## config.mk

```make
export PLATFORM = sky130hd
export DESIGN_NAME = dbg_ram_rewrite
export DESIGN_NICKNAME = d
export VERILOG_FILES = /design/src/rtl/dbg_rw_pkg.sv /design/src/rtl/dbg_frame_rx.sv /design/src/rtl/dbg_ram_seq.sv /design/src/rtl/dbg_frame_tx.sv /design/src/rtl/dbg_ram_rewrite.sv
export SDC_FILE = /design/constraint.sdc
export NUM_CORES = 1
export LEC_CHECK = 0
export BUFFER_PORTS_ARGS = -buffer_cell sky130_fd_sc_hd__buf_2
export CAP_MARGIN = 20
export CORE_MARGIN = 3
export CORE_UTILIZATION = 35
export DETAILED_ROUTE_END_ITERATION = 12
export PLACE_DENSITY = 0.59
export SLEW_MARGIN = 0
export SYNTH_ARGS = -nofsm -noshare
export SYNTH_HDL_FRONTEND = slang
export SYNTH_SLANG_ARGS = --single-unit
export TNS_END_PERCENT = 30
```

## constraint.sdc

```tcl
create_clock -name clk -period 3.8 [get_ports clk]
set_clock_uncertainty 0.15 [all_clocks]
set_input_delay 0.57 -clock clk [delete_from_list [all_inputs] [get_ports clk]]
set_output_delay 0.57 -clock clk [all_outputs]
set_load 0.03 [all_outputs]
```

## src/rtl/dbg_rw_pkg.sv

```systemverilog
package dbg_rw_pkg;

    localparam int FRAME_BITS = 32;
    localparam int CNT_W      = $clog2(FRAME_BITS);
    localparam int CODE_LSB   = 16;
    localparam int CODE_W     = 4;
    localparam logic [CODE_W-1:0] CODE_REWRITE = 4'b0011;

    typedef logic [FRAME_BITS-1:0] word_t;
    typedef logic [CNT_W-1:0]      bitpos_t;

    typedef enum logic [2:0] {
        ST_IDLE,
        ST_DATA,
        ST_ACCESS,
        ST_HOLD,
        ST_TX_OLD,
        ST_TX_NEW,
        ST_ACK
    } ctl_state_e;

    typedef enum logic [1:0] {
        PH_RD_OLD,
        PH_WRITE,
        PH_RD_NEW,
        PH_CAPTURE
    } acc_phase_e;

    typedef struct packed {
        word_t old_word;
        word_t new_word;
    } verify_pair_t;

    function automatic logic is_rewrite(word_t f);
        return f[CODE_LSB +: CODE_W] == CODE_REWRITE;
    endfunction

    function automatic logic at_frame_end(bitpos_t p);
        return p == bitpos_t'(FRAME_BITS - 1);
    endfunction

endpackage

```

## src/rtl/dbg_frame_rx.sv

```systemverilog
module dbg_frame_rx
    import dbg_rw_pkg::*;
(
    input  logic    clk,
    input  logic    rst,
    input  logic    rx_bit,
    output bitpos_t bit_idx,
    output logic    frame_last,
    output word_t   frame_word
);

    word_t   shreg;
    bitpos_t cnt;

    always_ff @(posedge clk) begin
        if (rst) begin
            cnt   <= '0;
            shreg <= '0;
        end else begin
            cnt   <= at_frame_end(cnt) ? '0 : cnt + 1'b1;
            shreg <= {rx_bit, shreg[FRAME_BITS-1:1]};
        end
    end

    assign bit_idx    = cnt;
    assign frame_last = at_frame_end(cnt);
    assign frame_word = {rx_bit, shreg[FRAME_BITS-1:1]};

    AST_FRAME_WRAP: assert property (@(posedge clk) disable iff (rst)
        frame_last |=> (bit_idx == '0));

endmodule

```

## src/rtl/dbg_ram_seq.sv

```systemverilog
module dbg_ram_seq
    import dbg_rw_pkg::*;
#(
    parameter int WA_W = 8
) (
    input  logic            clk,
    input  logic            rst,
    input  logic            start,
    input  logic [WA_W-1:0] word_addr,
    input  word_t           wr_word,
    input  logic            cpu_busy,
    output logic            ram_en,
    output logic            ram_we,
    output logic [WA_W-1:0] ram_addr,
    output word_t           ram_wdata,
    input  word_t           ram_rdata,
    output verify_pair_t    pair,
    output logic            done
);

    acc_phase_e   phase;
    logic         active;
    logic         old_pending;
    verify_pair_t pair_q;
    logic         issue;

    assign issue     = active && (phase != PH_CAPTURE) && !cpu_busy;
    assign ram_en    = issue;
    assign ram_we    = issue && (phase == PH_WRITE);
    assign ram_addr  = word_addr;
    assign ram_wdata = wr_word;
    assign done      = active && (phase == PH_CAPTURE);
    assign pair      = pair_q;

    always_ff @(posedge clk) begin
        if (rst) begin
            active      <= 1'b0;
            phase       <= PH_RD_OLD;
            old_pending <= 1'b0;
            pair_q      <= '0;
        end else begin
            old_pending <= issue && (phase == PH_RD_OLD);
            if (old_pending) begin
                pair_q.old_word <= ram_rdata;
            end
            if (start) begin
                active <= 1'b1;
                phase  <= PH_RD_OLD;
            end else if (done) begin
                pair_q.new_word <= ram_rdata;
                active          <= 1'b0;
                phase           <= PH_RD_OLD;
            end else if (issue) begin
                unique case (phase)
                    PH_RD_OLD: phase <= PH_WRITE;
                    PH_WRITE:  phase <= PH_RD_NEW;
                    default:   phase <= PH_CAPTURE;
                endcase
            end
        end
    end

    AST_BUSY_BLOCKS: assert property (@(posedge clk) disable iff (rst)
        cpu_busy |-> !ram_en);

    AST_WRITE_FOLLOWS_READ: assert property (@(posedge clk) disable iff (rst)
        (ram_en && ram_we) |-> (phase == PH_WRITE && active));

    AST_ONE_CAPTURE: assert property (@(posedge clk) disable iff (rst)
        done |=> !done);

endmodule

```

## src/rtl/dbg_frame_tx.sv

```systemverilog
module dbg_frame_tx
    import dbg_rw_pkg::*;
(
    input  logic         sel_old,
    input  logic         sel_new,
    input  bitpos_t      bit_idx,
    input  verify_pair_t pair,
    output logic         tx_bit
);

    always_comb begin
        tx_bit = 1'b0;
        if (sel_old) begin
            tx_bit = pair.old_word[bit_idx];
        end else if (sel_new) begin
            tx_bit = pair.new_word[bit_idx];
        end
    end

endmodule

```

## src/rtl/dbg_ram_rewrite.sv

```systemverilog
module dbg_ram_rewrite
    import dbg_rw_pkg::*;
#(
    parameter int ADDR_W  = 10,
    parameter int ACK_CYC = 3
) (
    input  logic              clk,
    input  logic              rst,
    input  logic              rx_bit,
    output logic              tx_bit,
    output logic              ack,
    input  logic              cpu_busy,
    output logic              ram_en,
    output logic              ram_we,
    output logic [ADDR_W-3:0] ram_addr,
    output logic [31:0]       ram_wdata,
    input  logic [31:0]       ram_rdata
);

    localparam int WA_W = ADDR_W - 2;

    ctl_state_e      state;
    bitpos_t         bit_idx;
    logic            frame_last;
    word_t           frame_word;
    logic [WA_W-1:0] cmd_addr;
    word_t           data_q;
    logic            seq_start;
    logic            seq_done;
    verify_pair_t    pair;

    dbg_frame_rx u_rx (
        .clk        (clk),
        .rst        (rst),
        .rx_bit     (rx_bit),
        .bit_idx    (bit_idx),
        .frame_last (frame_last),
        .frame_word (frame_word)
    );

    assign seq_start = (state == ST_DATA) && frame_last;

    dbg_ram_seq #(.WA_W(WA_W)) u_seq (
        .clk       (clk),
        .rst       (rst),
        .start     (seq_start),
        .word_addr (cmd_addr),
        .wr_word   (data_q),
        .cpu_busy  (cpu_busy),
        .ram_en    (ram_en),
        .ram_we    (ram_we),
        .ram_addr  (ram_addr),
        .ram_wdata (ram_wdata),
        .ram_rdata (ram_rdata),
        .pair      (pair),
        .done      (seq_done)
    );

    dbg_frame_tx u_tx (
        .sel_old (state == ST_TX_OLD),
        .sel_new (state == ST_TX_NEW),
        .bit_idx (bit_idx),
        .pair    (pair),
        .tx_bit  (tx_bit)
    );

    assign ack = (state == ST_ACK);

    always_ff @(posedge clk) begin
        if (rst) begin
            state    <= ST_IDLE;
            cmd_addr <= '0;
            data_q   <= '0;
        end else begin
            unique case (state)
                ST_IDLE: begin
                    if (frame_last && is_rewrite(frame_word)) begin
                        cmd_addr <= frame_word[ADDR_W-1:2];
                        state    <= ST_DATA;
                    end
                end
                ST_DATA: begin
                    if (frame_last) begin
                        data_q <= frame_word;
                        state  <= ST_ACCESS;
                    end
                end
                ST_ACCESS: begin
                    if (seq_done) begin
                        state <= frame_last ? ST_TX_OLD : ST_HOLD;
                    end
                end
                ST_HOLD: begin
                    if (frame_last) state <= ST_TX_OLD;
                end
                ST_TX_OLD: begin
                    if (frame_last) state <= ST_TX_NEW;
                end
                ST_TX_NEW: begin
                    if (frame_last) state <= ST_ACK;
                end
                ST_ACK: begin
                    if (bit_idx == bitpos_t'(ACK_CYC - 1)) state <= ST_IDLE;
                end
                default: state <= ST_IDLE;
            endcase
        end
    end

    AST_DATA_AFTER_CMD: assert property (@(posedge clk) disable iff (rst)
        (state == ST_DATA) |-> ($past(state) == ST_IDLE || $past(state) == ST_DATA));

    AST_ACK_AT_FRAME_START: assert property (@(posedge clk) disable iff (rst)
        $rose(ack) |-> (bit_idx == '0));

    AST_TX_QUIET_WHEN_IDLE: assert property (@(posedge clk) disable iff (rst)
        (state == ST_IDLE || state == ST_ACCESS) |-> !tx_bit);

    AST_NO_RAM_OUTSIDE_ACCESS: assert property (@(posedge clk) disable iff (rst)
        ram_en |-> (state == ST_ACCESS));

endmodule

```

After elaboration in Yosys (flattened, before gate mapping)
Cells that the tools add are included.
{"block": "totals", "regBits": 148, "inputBits": 36, "out_inout_bits": 44, "word_cells": 67}
{"block": "op_classes", "n_addsub": 1, "n_lt_le_gt_ge": 1, "eq_ne": 19, "muxes": 18, "n_bitwise": 1, "n_reduce_logical": 17}
{"cell": "3-bit two-way mux", "n": 8}
{"cell": "3-bit one-hot mux with 7 select lines", "n": 1}
{"cell": "2-bit != test, second input constant", "n": 7}
{"cell": "1-bit binary-select mux with 5-bit select", "n": 2}
{"cell": "3-bit == test, second input constant", "n": 3}
{"cell": "1-bit logical AND", "n": 7}
{"cell": "7-bit AND reduction", "n": 1}
{"cell": "3-bit by 2-bit == test with 1-bit output, second input constant", "n": 2}
{"cell": "5-bit by 6-bit less-than comparator with 1-bit output, second input constant", "n": 1}
{"cell": "1-bit two-way mux", "n": 6}
{"cell": "2-bit AND reduction", "n": 3}
{"cell": "5-bit by 1-bit adder with 5-bit output, second input constant", "n": 1}
{"cell": "5-bit by 2-bit == test with 1-bit output, second input constant", "n": 1}
{"cell": "5-bit == test, second input constant", "n": 1}
{"cell": "4-bit by 2-bit == test with 1-bit output, second input constant", "n": 1}
{"cell": "2-bit one-hot mux with 2 select lines", "n": 1}
{"cell": "3-bit by 1-bit == test with 1-bit output, second input constant", "n": 1}
{"cell": "3-bit logical NOT", "n": 1}
{"cell": "3-bit OR reduction", "n": 1}
{"cell": "2-bit by 1-bit == test with 1-bit output, second input constant", "n": 1}
{"cell": "2-bit == test, second input constant", "n": 1}
{"cell": "2-bit logical NOT", "n": 1}
{"cell": "2-bit by 1-bit != test with 1-bit output, second input constant", "n": 1}
{"cell": "2-bit nonzero test", "n": 1}
{"cell": "3 further kinds", "n": 3}

Logic depth before layout (Yosys ltp)
{"block": "depth", "word_depth": 4, "depth_mapped": 10, "depth_no_buf": 7}

Cells and area by module
From an unflattened synthesis, not the netlist that was laid out.
{"block": "unflattened", "hier_cells": 634, "area_unflattened_um2": 6449.9}
{"module": "dbg_ram_seq", "instances": 1, "cells_per_inst": 302, "area_per_inst_um2": 3075.4, "seq_area_each_um2": 1361.3}
{"module": "dbg_ram_rewrite", "instances": 1, "cells_per_inst": 207, "area_per_inst_um2": 1770.4, "seq_area_each_um2": 860.8}
{"module": "dbg_frame_rx", "instances": 1, "cells_per_inst": 84, "area_per_inst_um2": 1048.5, "seq_area_each_um2": 720.7}
{"module": "dbg_frame_tx", "instances": 1, "cells_per_inst": 41, "area_per_inst_um2": 555.5, "seq_area_each_um2": 0.0}

Worst setup path before layout
OpenSTA, ideal clock, no wires.
{"block": "synth_path", "kind": "reg2out", "start": "register u_rx.cnt[2] (netlist: u_rx.bit_idx[2])", "end": "output port tx_bit", "t_arrival_ps": 2105, "required_ps": 3080, "setup_slack_ps": 975, "path_stages_with_launch": 7, "path_buffers": 1, "path_cell_list": "dfxtp_1 clkbuf_1 nor2b_1 nand2_1 a31oi_1 a21oi_1 o41ai_1"}
{"block": "synth_via", "elab_chain_len": 4, "elab_cells_between_ends": 6, "cone_classes": "mux: 6"}
{"element": "from (decl)", "line_no": "dbg_frame_rx.sv:13", "rtl": "bitpos_t cnt;"}
{"element": "from (signal assigned)", "line_no": "dbg_frame_rx.sv:20", "rtl": "cnt <= at_frame_end(cnt) ? '0 : cnt + 1'b1;"}
{"element": "1-bit binary-select mux with 5-bit select", "line_no": "dbg_frame_tx.sv:16", "rtl": "tx_bit = pair.new_word[bit_idx];"}
{"element": "1-bit two-way mux (not written as such)", "line_no": "dbg_frame_tx.sv:16"}
{"element": "1-bit two-way mux", "line_no": "dbg_frame_tx.sv:15", "rtl": "end else if (sel_new) begin"}
{"element": "1-bit two-way mux (*)", "line_no": "dbg_frame_tx.sv:13", "rtl": "if (sel_old) begin"}
{"element": "to (decl)", "line_no": "dbg_ram_rewrite.sv:10", "rtl": "output logic tx_bit,"}
Every way passes the cells marked *; elsewhere a longest branch is shown, timed or not. The select of a mux whose other input is x is not followed.

Worst setup path in the final report
{"block": "layout_path", "start": "register u_rx.cnt[0] (netlist: u_rx.bit_idx[0])", "end": "output port tx_bit"}
Same word-level chain as after synthesis.

==> impl_metrics.ini <==
[detailed_routing]
initialDrtViolationCount = 194
wire_per_inst_um = 13.9
via_per_inst = 4.76
ant_nets = 0
num_vias = 4142
drc = 0
dr.pass1.iters = 4
routed_wl_um = 12100

[status]
outcome = completed

[timing]
fin_ws_ns = 0.418
relSlewSlack_pct = 30.1
hold_viol = 0
tightest_slew_ns = 1.05
holdWs_ns = 0.236
rsz0062_at_grt = false
fin_tns_setup_ns = 0
finalMaxSlewViolations = 0
setup_viol = 0
fmax_ghz = 0.296
period_minus_slack_ns = 3.38
finalCritPeriodShare_pct = 89.0

[worst_setup_path]
cp.required_ns = 3.08
startpoint = u_rx.bit_idx[0]
critical_path.endpoint = tx_bit
worstReg2RegStart = u_rx.bit_idx[0]
critical_path_arrival_ns = 2.66
start_kind = flop
r2r_slack_ns = 0.78
critPathMaxStageDelay_ns = 0.68
reg2reg_to = cmd_addr[4]
worstSetupPathType = reg -> out
slowest_stage = dfxtp_1
reg2regPathDepth = 8
endpoint_kind = output port
path_max_fanout = 11
path_cells = buf_4, mux4_2, o22ai_1, o21ai_0, a21oi_1, o41ai_1, buf_2

[floorplan]
fp.dieW_um = 132
dieHeight_um = 132
rows = 45
die-area_um2 = 17400
coreArea_um2 = 15400
pin_count = 80
start_util_pct = 36.2

[clocking]
cts_max_path_buffers = 2
cts_hold_buf = 0
cts_tree = yes
cts_made_buffers = 17
cts_sinks = 147
cts_max_level = 4
clk_latency_ns = 0.41
cts_root_buf = clkbuf_16
cts.clk_slew.worst_paths_ns = 0.06
cts_setup_buffers = 0
ctsResizeCount = 0

[power]
sequentialPowerShare_pct = 47.9
p_leak_uw = 0.00257
vdd_drop_max_uv = 308
pwr-share-comb_pct = 2.5
powerDensity_nw_per_um2 = 488
p_int_uw = 2590
swShare_pct = 20.4
power_frac_clock_pct = 49.7
switching_power_uw = 664

[synth]
ys_warn_count = 0
async_flop_share_pct = 0
seq_area_frac_synth_pct = 52.9
ys_seq_elements = 147
syn_area_um2 = 5560
ys_types = 41
synth_area_leaders = dfxtp_1 53%, nand2_1 9.2%, mux2i_1 7.6%
synth_top_area_share_pct = 52.9
synth_edf_count = 0
avgSynthCellArea_um2 = 9.51
synth_ff_type = dfxtp_1
yosysTopAreaCell = dfxtp_1
syn_inst = 585
synth_fp_nets = 625

[finish]
drive_gt1_share_pct = 19.5
nets = 688
diodes = 0
finish.utilization_pct = 43.4
fillers = 1511
syn_to_final_growth_pct = 19.8

[min_path]
hold-path-cell-count = 2
hold_class = in -> reg

[job]
maxCapViolations = 0

[placed_design]
port-buffer-count = 79
dp_slack_ns = 0.732
routabilityCongestion = 0.785
post-dp-hpwl_um = 8200

[global_routing]
antenna_found_initial = 0
grt.total_usage_pct = 14.2
grt_pass1_vias = 4109
grt_pass1_wl_um = 20200
grt_max_degree = 92
grt_overflow = 0
[worst max-delay path, delay by kind of cell, from the launching register on]
family          cells  cell delay [ns]
compound gates      4             0.49
buf+inv             2             0.53
flops               1             0.68
mux                 1             0.53
[metal layers]
layer  GRT usage, %  wire [µm]  up-vias
met3           3.21        480       14
li1               -          -     2093
met4           6.36        201        0
met1           18.4       5660     1957
met5              0          0        -
met2           22.6       5750       78
[registers in the layout, summed over array words and instances, names as in the netlist]
name	cells
u_seq.pair	64
data_q	32
u_rx.shreg	31
cmd_addr	8
u_rx.bit_idx	5
state	3
u_seq.phase	2
u_seq.active	1
u_seq.old_pending	1
[power groups by stage]
stage | clock, µW | sequential (µW) | combinational, µW
after global routing | 1720 | 1560 | 88.5
after CTS | 1650 | 1560 | 81.5
final | 1610 | 1560 | 80.3
after floorplan | 0 | 1580 | 56.4
after global placement | 0 | 1590 | 78.6
after detailed placement | 0 | 1590 | 81.1
[per-stage QoR]
stage,area (µm²),cells,power [µW]
final,6670,871,3250
after global routing,6670,871,3360
after CTS,6670,871,3290
after detailed placement,6090,840,1670
after global placement,6090,840,1670
after floorplan,5560,585,1640
[logic make-up (layout without fill, tap and decap cells)]
kind of cell,Yosys count,count (layout),synth area share (%)
and+or+nand+nor,244,244,19.2
xor gates and xnor gates,3,3,0.472
buffers and inverters,45,120,3.71
adders and majority gates,4,4,0.900
DFF,147,147,52.9
muxes,58,58,14.5
AOI/OAI and AO/OA,84,84,8.32
[placed cells by master, fill, tap and decap left out, types with 2 or more instances in the layout]
cell type     n
clkbuf_8      3
nand3_1       7
clkbuf_16    17
buf_2        78
dfxtp_1     146
nor3b_1       2
buf_4         9
nor2_1       45
nor4_1        2
nand2_1     136
bufinv_16     2
xnor2_1       2
mux4_1        7
nor2b_1      35
ha_1          4
a21oi_1      70
o21ai_0       2
a22oi_1       2
inv_1         2
clkinvlp_4    3
nor4b_1       2
mux4_2        9
nor3_1        4
and3_1        3
nand4_1       3
clkinv_2      5
mux2i_1      42
[cell usage after synthesis (2+ instances only)]
library cell / n
a22oi_1: 2
o21ai_0: 2
nand4_1: 3
buf_1: 4
buf_2: 11
nand2_1: 136
nand3_1: 7
nor3_1: 4
inv_1: 2
nor2b_1: 35
mux4_1: 7
mux2i_1: 42
nor2_1: 45
nor4b_1: 2
nor3b_1: 2
a21oi_1: 70
clkbuf_1: 26
and3_1: 3
dfxtp_1: 147
xnor2_1: 2
ha_1: 4
nor4_1: 2
mux4_2: 9
[layout make-up]
cell class | count | area, µm² | share of cell area, %
timing repair buffer | 87 | 458 | 6.87
inverter | 2 | 7.51 | 0.113
clock inverter | 10 | 108 | 1.61
sequential | 147 | 2940 | 44.2
multi-input combinational | 393 | 2410 | 36.2
tap | 211 | 264 | 3.96
clock buffer | 21 | 470 | 7.06
[how the worst min path moves through the flow]
stage | start | end | slack [ns]
3_3_place_gp | u_rx.shreg[1] | data_q[0] | 0.28
3_5_place_dp | u_rx.shreg[1] | data_q[0] | 0.28
5_1_grt | ram_rdata[21] | u_seq.pair[21] | 0.26
4_1_cts | rx_bit | u_rx.shreg[31] | 0.22
2_1_floorplan | u_rx.shreg[1] | data_q[0] | 0.27
6_report | rx_bit | u_rx.shreg[31] | 0.24
No activity file was read; power rests on OpenSTA's default activity.
